$ cat config.mk
export PLATFORM = sky130hd
export DESIGN_NAME = alu_fn5
export DESIGN_NICKNAME = d
export VERILOG_FILES = /design/src/rtl/alu_fn5_pkg.sv /design/src/rtl/alu_fn5_addsub.sv /design/src/rtl/alu_fn5_shift.sv /design/src/rtl/alu_fn5_logic.sv /design/src/rtl/alu_fn5.sv
export SDC_FILE = /design/constraint.sdc
export NUM_CORES = 1
export LEC_CHECK = 0
export ABC_AREA = 1
export BUFFER_PORTS_ARGS = -buffer_cell sky130_fd_sc_hd__buf_2
export CAP_MARGIN = 20
export CORE_ASPECT_RATIO = 0.75
export CORE_UTILIZATION = 50
export DETAILED_ROUTE_END_ITERATION = 10
export PLACE_DENSITY = 0.75
export SYNTH_ARGS = -nofsm -noshare
export SYNTH_HDL_FRONTEND = slang
export SYNTH_SLANG_ARGS = --single-unit
$ cat constraint.sdc
create_clock -name vclk -period 8
set_input_delay 1.2 -clock vclk [all_inputs]
set_output_delay 1.2 -clock vclk [all_outputs]
set_load 0.01 [all_outputs]
$ cat src/rtl/alu_fn5_pkg.sv
package alu_fn5_pkg;
  localparam int unsigned FN_W = 5;

  typedef struct packed {
    logic       sub;
    logic [1:0] sel;
    logic       shu;
    logic       math;
  } alu_fn_t;

  localparam logic [1:0] SEL_AND = 2'b00;
  localparam logic [1:0] SEL_OR  = 2'b01;
  localparam logic [1:0] SEL_XOR = 2'b10;
  localparam logic [1:0] SEL_NOR = 2'b11;
endpackage

$ cat src/rtl/alu_fn5_addsub.sv
module alu_fn5_addsub #(
  parameter int unsigned WIDTH = 32
) (
  input  logic [WIDTH-1:0] a_i,
  input  logic [WIDTH-1:0] b_i,
  input  logic             sub_i,
  output logic [WIDTH-1:0] sum_o,
  output logic             neg_o,
  output logic             ovf_o,
  output logic             carry_o
);
  logic [WIDTH-1:0] b_eff;
  logic [WIDTH:0]   wide;

  always_comb begin
    b_eff   = sub_i ? ~b_i : b_i;
    wide    = {1'b0, a_i} + {1'b0, b_eff} + {{WIDTH{1'b0}}, sub_i};
    sum_o   = wide[WIDTH-1:0];
    carry_o = wide[WIDTH];
    neg_o   = sum_o[WIDTH-1];
    ovf_o   = (a_i[WIDTH-1] == b_eff[WIDTH-1]) && (sum_o[WIDTH-1] != a_i[WIDTH-1]);
  end

  // with no carry out, an addition cannot have wrapped below A
  always_comb begin
    if (!sub_i && !carry_o)
      p_add_nowrap_r9: assert (sum_o >= a_i) else $error("add wrapped without carry");
  end

  // an overflowing add of two operands of the same sign flips the sign
  always_comb begin
    if (!sub_i && ovf_o)
      p_ovf_sign_r8: assert (a_i[WIDTH-1] == b_i[WIDTH-1]) else $error("overflow on mixed signs");
  end
endmodule

$ cat src/rtl/alu_fn5_shift.sv
module alu_fn5_shift #(
  parameter int unsigned WIDTH = 32,
  localparam int unsigned SHW = $clog2(WIDTH)
) (
  input  logic [WIDTH-1:0] val_i,
  input  logic [SHW-1:0]   amt_i,
  input  logic             left_i,
  input  logic             arith_i,
  output logic [WIDTH-1:0] out_o
);
  logic [WIDTH-1:0] stage [SHW+1];
  logic [WIDTH-1:0] flipped_in;
  logic [WIDTH-1:0] flipped_out;
  logic             fill;

  assign fill = arith_i & ~left_i & val_i[WIDTH-1];

  // A left shift is a right shift of the bit-reversed word
  for (genvar i = 0; i < WIDTH; i++) begin : g_rev
    assign flipped_in[i]  = left_i ? val_i[WIDTH-1-i] : val_i[i];
    assign flipped_out[i] = left_i ? stage[SHW][WIDTH-1-i] : stage[SHW][i];
  end

  assign stage[0] = flipped_in;

  for (genvar s = 0; s < SHW; s++) begin : g_stage
    localparam int unsigned D = 1 << s;
    assign stage[s+1] = amt_i[s] ? {{D{fill}}, stage[s][WIDTH-1:D]} : stage[s];
  end

  assign out_o = flipped_out;

  // a zero shift distance passes the value through
  always_comb begin
    if (amt_i == '0)
      p_shamt_zero_r5: assert (out_o == val_i) else $error("zero shift altered value");
  end

  // a nonzero left shift always brings a zero into bit 0
  always_comb begin
    if (left_i && amt_i != '0)
      p_left_fill_r5: assert (out_o[0] == 1'b0) else $error("left shift filled with one");
  end
endmodule

$ cat src/rtl/alu_fn5_logic.sv
module alu_fn5_logic
  import alu_fn5_pkg::*;
#(
  parameter int unsigned WIDTH = 32
) (
  input  logic [WIDTH-1:0] a_i,
  input  logic [WIDTH-1:0] b_i,
  input  logic [1:0]       sel_i,
  output logic [WIDTH-1:0] out_o
);
  always_comb begin
    unique case (sel_i)
      SEL_AND: out_o = a_i & b_i;
      SEL_OR:  out_o = a_i | b_i;
      SEL_XOR: out_o = a_i ^ b_i;
      default: out_o = ~(a_i | b_i);
    endcase
  end

  // an AND result sets no bit that A lacks
  always_comb begin
    if (sel_i == SEL_AND)
      p_and_subset_r6: assert ((out_o & ~a_i) == '0) else $error("AND set a bit outside A");
  end
endmodule

$ cat src/rtl/alu_fn5.sv
module alu_fn5
  import alu_fn5_pkg::*;
#(
  parameter int unsigned WIDTH = 32,
  localparam int unsigned SHW = $clog2(WIDTH)
) (
  input  logic [FN_W-1:0]  fn_i,
  input  logic [WIDTH-1:0] a_i,
  input  logic [WIDTH-1:0] b_i,
  output logic [WIDTH-1:0] result_o,
  output logic             zero_o,
  output logic             neg_o,
  output logic             ovf_o,
  output logic             carry_o
);
  alu_fn_t          fn;
  logic [WIDTH-1:0] sum;
  logic [WIDTH-1:0] shifted;
  logic [WIDTH-1:0] boolean_res;
  logic             less;

  assign fn = alu_fn_t'(fn_i);

  alu_fn5_addsub #(.WIDTH(WIDTH)) u_addsub (
    .a_i(a_i), .b_i(b_i), .sub_i(fn.sub),
    .sum_o(sum), .neg_o(neg_o), .ovf_o(ovf_o), .carry_o(carry_o)
  );

  alu_fn5_shift #(.WIDTH(WIDTH)) u_shift (
    .val_i(b_i), .amt_i(a_i[SHW-1:0]),
    .left_i(~fn.sel[1]), .arith_i(fn.sel[0]),
    .out_o(shifted)
  );

  alu_fn5_logic #(.WIDTH(WIDTH)) u_logic (
    .a_i(a_i), .b_i(b_i), .sel_i(fn.sel), .out_o(boolean_res)
  );

  // Comparisons reuse the adder's flags instead of a separate comparator
  assign less = fn.sel[0] ? ~carry_o : (neg_o ^ ovf_o);

  always_comb begin
    if (fn.math) result_o = fn.shu ? {{(WIDTH-1){1'b0}}, less} : sum;
    else         result_o = fn.shu ? shifted : boolean_res;
  end

  assign zero_o = (result_o == '0);

  // signed set-less-than agrees with a signed comparison of the ports
  always_comb begin
    if (fn.math && fn.shu && fn.sub && !fn.sel[0])
      p_slt_signed_r3: assert (result_o == {{(WIDTH-1){1'b0}}, ($signed(a_i) < $signed(b_i))})
        else $error("signed compare mismatch");
  end

  // unsigned set-less-than agrees with an unsigned comparison of the ports
  always_comb begin
    if (fn.math && fn.shu && fn.sub && fn.sel[0])
      p_slt_unsigned_r4: assert (result_o == {{(WIDTH-1){1'b0}}, (a_i < b_i)})
        else $error("unsigned compare mismatch");
  end
endmodule

* Yosys cells after proc, flatten, opt, wreduce, memory -nomap -nowiden
Index checks and enable logic that the tools add are counted.
Storage, ports and cells: input bits 69, output and inout bits 36, register bits after elaboration 0, word-level logic and storage cells 93
Cells by class: mux-type cells 75, reduce and logical (&&, ||, !) cells 3, equality and inequality tests 4, bitwise operators 9, add/subtract/negate cells 2
Operators by type and width (count):
- two-way mux 32 bit | 9
- case mux 32 bit (3 select lines) | 1
- two-way mux 1 bit | 65
- NOT 32 bit | 2
- adder 32 x 32 -> 33 bit | 1
- adder 33 x 1 -> 33 bit | 1
- bitwise AND 32 bit | 1
- zero test 32 bit | 1
- bitwise OR 32 bit | 1
- bitwise XOR 32 bit | 1
- bitwise AND 1 bit | 2
- equality test 2 x 1 -> 1 bit, second input constant | 1
- equality test 2 bit, second input constant | 1
- zero test 2 bit | 1
- equality test 1 bit | 1
- logical AND 1 bit | 1
- inequality test 1 bit | 1
- NOT 1 bit | 1
- bitwise XOR 1 bit | 1

* Longest topological paths before layout
depth in word-level cells 11, mapped depth 24, depth with buffers taken out 23

* Modules after synthesis
A second synthesis with hierarchy kept.
Second synthesis, totals: cell total of the unflattened synthesis 1564, area, all modules 8230.4 um^2
By module, submodules not included:
- alu_fn5_shift | seq. area each 0.0 um^2, area an instance 2740.1 um^2, instances 1, cells each 557
- alu_fn5_addsub | seq. area each 0.0 um^2, area an instance 2353.5 um^2, instances 1, cells each 420
- alu_fn5_logic | seq. area each 0.0 um^2, area an instance 2127.0 um^2, instances 1, cells each 343
- alu_fn5 | seq. area each 0.0 um^2, area an instance 1009.7 um^2, instances 1, cells each 244

* Worst setup path before layout
No wires, ideal clock.
kind input to output, start point in fn_i[4], end point out zero_o, cell stages on the path 17, arrival 3.861 ns, buffers on the path 2, slack 2.939 ns, data required time 6.800 ns, cells stage by stage clkbuf_1 -> buf_1 -> xor2_1 -> ha_1 -> a21oi_1 -> a21boi_1 -> o21ai_1 -> nand2_1 -> a21oi_1 -> or2_2 -> nand3_1 -> nand2_1 -> nor2_1 -> nand2_1 -> nor2_1 -> nand2_1 -> nor2_1
On the way: elaborated cells on any way between the ends 12, those cells by class 2 x add/sub; 2 x eq/ne; 4 x mux; 2 x bitwise; 2 x reduce/logical
RTL lines:
- start: declaration | RTL line alu_fn5.sv:7 | input logic [FN_W-1:0] fn_i,
- two-way mux 32 bit | RTL line alu_fn5_addsub.sv:16 | b_eff = sub_i ? ~b_i : b_i;
- adder 32 x 32 -> 33 bit | RTL line alu_fn5_addsub.sv:17 | wide = {1'b0, a_i} + {1'b0, b_eff} + {{WIDTH{1'b0}}, sub_i};
- adder 33 x 1 -> 33 bit (*) | RTL line alu_fn5_addsub.sv:17
- two-way mux 32 bit (*) (2 in a row) | RTL line alu_fn5.sv:43 | if (fn.math) result_o = fn.shu ? {{(WIDTH-1){1'b0}}, less} : sum;
- via result_o[18] | RTL line alu_fn5.sv:10 | output logic [WIDTH-1:0] result_o,
- zero test 32 bit (*) | RTL line alu_fn5.sv:47 | assign zero_o = (result_o == '0);
- end: declaration | RTL line alu_fn5.sv:11 | output logic zero_o,
Mark *: on every way through the listed nets, which the timed path passes. The rest lies on a longest branch.

* Worst setup path after layout
start point in fn_i[4], end point out zero_o
On the way: cells in the longest elaborated chain, start to end 10, elaborated cells on any way between the ends 12, those cells by class 2 x add/sub; 2 x eq/ne; 4 x mux; 2 x bitwise; 2 x reduce/logical
Ends and longest elaborated chain:
- two-way mux 32 bit | RTL line alu_fn5_addsub.sv:16
- adder 32 x 32 -> 33 bit | RTL line alu_fn5_addsub.sv:17
- adder 33 x 1 -> 33 bit | RTL line alu_fn5_addsub.sv:17
- inequality test 1 bit | RTL line alu_fn5_addsub.sv:21 | ovf_o = (a_i[WIDTH-1] == b_eff[WIDTH-1]) && (sum_o[WIDTH-1] != a_i[WIDTH-1]);
- logical AND 1 bit | RTL line alu_fn5_addsub.sv:21
- bitwise XOR 1 bit | RTL line alu_fn5.sv:40 | assign less = fn.sel[0] ? ~carry_o : (neg_o ^ ovf_o);
- two-way mux 1 bit | RTL line alu_fn5.sv:40
- two-way mux 32 bit (*) (2 in a row) | RTL line alu_fn5.sv:43
- zero test 32 bit (*) | RTL line alu_fn5.sv:47
Mark *: on every way between the ends. The rest lies on a longest branch, timed or not.

==> metrics.md <==
| Metric | Value |
|---|---|
| Wire per inst | `20.04 um` |
| Post-route ant nets | `0` |
| Total GRT Usage | `0.4176` |
| Placed cell areas | `0.007774 sq mm` |
| Port Buf Inserts | `105` |
| Least-Margin Pin Slew | `roughly 1100 ps` |
| Endpoints failing hold | `0` |
| Rows | `37` |
| Min cycle time layout | `~6100 ps` |
| Leak | `roughly 4.2 nW` |
| Vias in the first global route | `8395` |
| Met2 GRT Util | `0.5918` |
| Worst slack at placement | `roughly 2100 ps` |
| Tcrit/Tclk final | `0.7607` |
| Vertical die dimension | `between 100 and 150 um` |
| Final nets | `approximately 1600` |
| CP peak stage delay | `a little under 800 ps` |
| Most common cell on crit path | `nand2_1` |
| Most common cell after layout, fill and taps aside | `nand2_1` |
| Layout cell share with drive strength beyond 1 | `0.1102` |
| Postcts setup bufs | `0` |
| Via-per-instance ratio | `6.212` |
| Mapped Cells | `approximately 1400` |
| Resize count post-CTS | `0` |
| Syn Area/Cell | `5.263 sq um` |
| Max-cap violations | `0` |
| Antenna violations before repair | `2` |
| Arrival @ worst endpoint | `approximately 4900 ps` |
| Worst vdd ir | `a little under 0.06 mV` |
| WHS | `about 2700 ps` |
| Library cells used by synthesis | `40` |
| Total grt overflow | `0` |
| Initial core utilization | `0.5229` |
| Critical path peak fanout | `32` |
| Max Clk Rate | `0.1643 GHz` |
| Synth-to-Final Area Change | `6.332%` |
| Reg area | `0 sq um` |
| Vias | `between 10000 and 15000` |
| Finished Layout Cells | `between 1500 and 2000` |
| Initial drt markers | `approximately 1700` |
| Area leader, netlist | `nand2_1` |
| Hpwl dp | `25.99 mm` |
| Die width | `141.6 um` |
| Setup ws final | `~1900 ps` |
| Yosys warnings | `0` |
| Fillcell total | `1545` |
| RePlAce Congestion | `1.027` |
| Clkbuf count | `0` |
| TritonRoute pass-1 iters | `7` |
| Slowest cell on the critical path | `buf_2` |
| Final Max Tran Viols | `0` |
| Pwr/cell area | `between 80 and 90 mW/mm^2` |
| FF+latch count | `0` |
| Worst hold path startpoint | `a_i[31]` |
| Critical path endpoint category | `output port` |
| Rel. slew slack | `0.2905` |
| Sequential-to-total area share from yosys stat | `0` |
| M1 GR Usage | `0.6203` |
| Setup TNS | `0 ps` |
| Post-synth top area share | `0.2264` |
| Die ar. | `roughly 0.015 sq mm` |
| Placed cells | `~1600` |
| Post-route cell area | `roughly 0.0078 sq mm` |
| Largest net degree at the start of global routing | `67` |
| Status | `finished clean` |
| Hold EP | `ovf_o` |
| CP Cell Sequence | `buf_2 -> xor2_1 -> ha_1 -> nand2_1 -> o21ai_0 -> a21oi_1 -> nand2_2 -> nand2_1 -> nand3_1 -> nand3_1 -> a21oi_1 -> nand2_1 -> nor2_1 -> nand2_1 -> nor2_1 -> nand2_1 -> nor2_1 -> buf_2` |
| Critical Path Source Type | `primary input` |
| # DRC | `0` |
| Kind of critical path | `in -> out` |
| Post-Syn Area | `~0.0073 sq mm` |
| Final setup viols | `0` |
| Hold path cells | `3` |
| RSZ-0062 raised after global routing | `no` |
| Core area | `~0.014 sq mm` |
| Met3 Usage GRT | `0.1251` |
| Ports | `between 100 and 150` |
| Worst endpoint required time | `just under 7000 ps` |
| # diodes | `0` |
| Area contributors post-synth | `nand2_1 23%, nand3_1 22%, ha_1 17%, a21oi_1 5.5%, inv_1 4.7%` |
| Final wirelength | `roughly 32 mm` |
| Busiest grt layer | `met1` |
| Final Total Pwr | `about 0.68 mW` |
| CTS Hold Buffers Added | `0` |
| Post-Syn Nets | `between 1500 and 2000` |
| Worst Hold Class | `in -> out` |
| Most frequent cells in the layout | `441 x nand2_1, 321 x nand3_1, 105 x buf_2` |
| Global-route wire length before repair | `48.45 mm` |
| Final Util | `0.5560` |
cells by family after synthesis:
| logic type | Yosys count | share of synthesized area |
|---|---|---|
| buffers and inverters | 181 | 0.1046 |
| adders and majority gates | 98 | 0.1687 |
| and+or+nand+nor | 882 | 0.5283 |
| AOI/OAI and AO/OA | 196 | 0.1600 |
| xor gates and xnor gates | 32 | 0.03834 |
final cells by class:
type | instances | area (sq um) | share of cell area
inverter | 104 | 395.4 | 0.05086
multi-input combinational | 1208 | 6549 | 0.8424
tap | 195 | 244.0 | 0.03139
timing repair buffer | 113 | 585.6 | 0.07533
power breakdown:
group          switching (mW)  internal (mW)
Clock                       0              0
Combinational           0.469          0.212
Sequential                  0              0
per-layer routing:
layer	vias to the layer above	wire, um
li1	4769	-
met1	4523	14220
met2	692	12440
met3	78	5137
met4	2	643
met5	-	12
worst max-delay path by stage:
stage          endpoint  slack [ps]    start
2_1_floorplan    zero_o        2940  fn_i[4]
3_3_place_gp     zero_o        2090   a_i[0]
3_5_place_dp     zero_o        2070   a_i[0]
4_1_cts          zero_o        2060   a_i[0]
5_1_grt          zero_o        1710   a_i[0]
6_report         zero_o        1910  fn_i[4]
synthesized netlist by cell type, drive strengths merged:
cell,count
nand2,456
nand3,330
inv,100
ha,97
a21oi,82
nor2,73
o21ai,58
buf,47
xor2,31
clkbuf,30
o211ai,25
o2111ai,14
a221oi,7
nor3,7
or2,7
nand3b,6
clkinv,4
a21o,3
a21boi,2
a31oi,2
nand4,2
a211oi,1
fa,1
nor4,1
o21a,1
o22ai,1
xnor2,1
worst max-delay path: cells and delay by family:
family                     cells  cell delay [ps]
xor gates and xnor gates       1              150
AOI/OAI and AO/OA              3              760
adders and majority gates      1              430
and+or+nand+nor               11             1390
buffers and inverters          2              920
(Power assumes the default switching activity.)
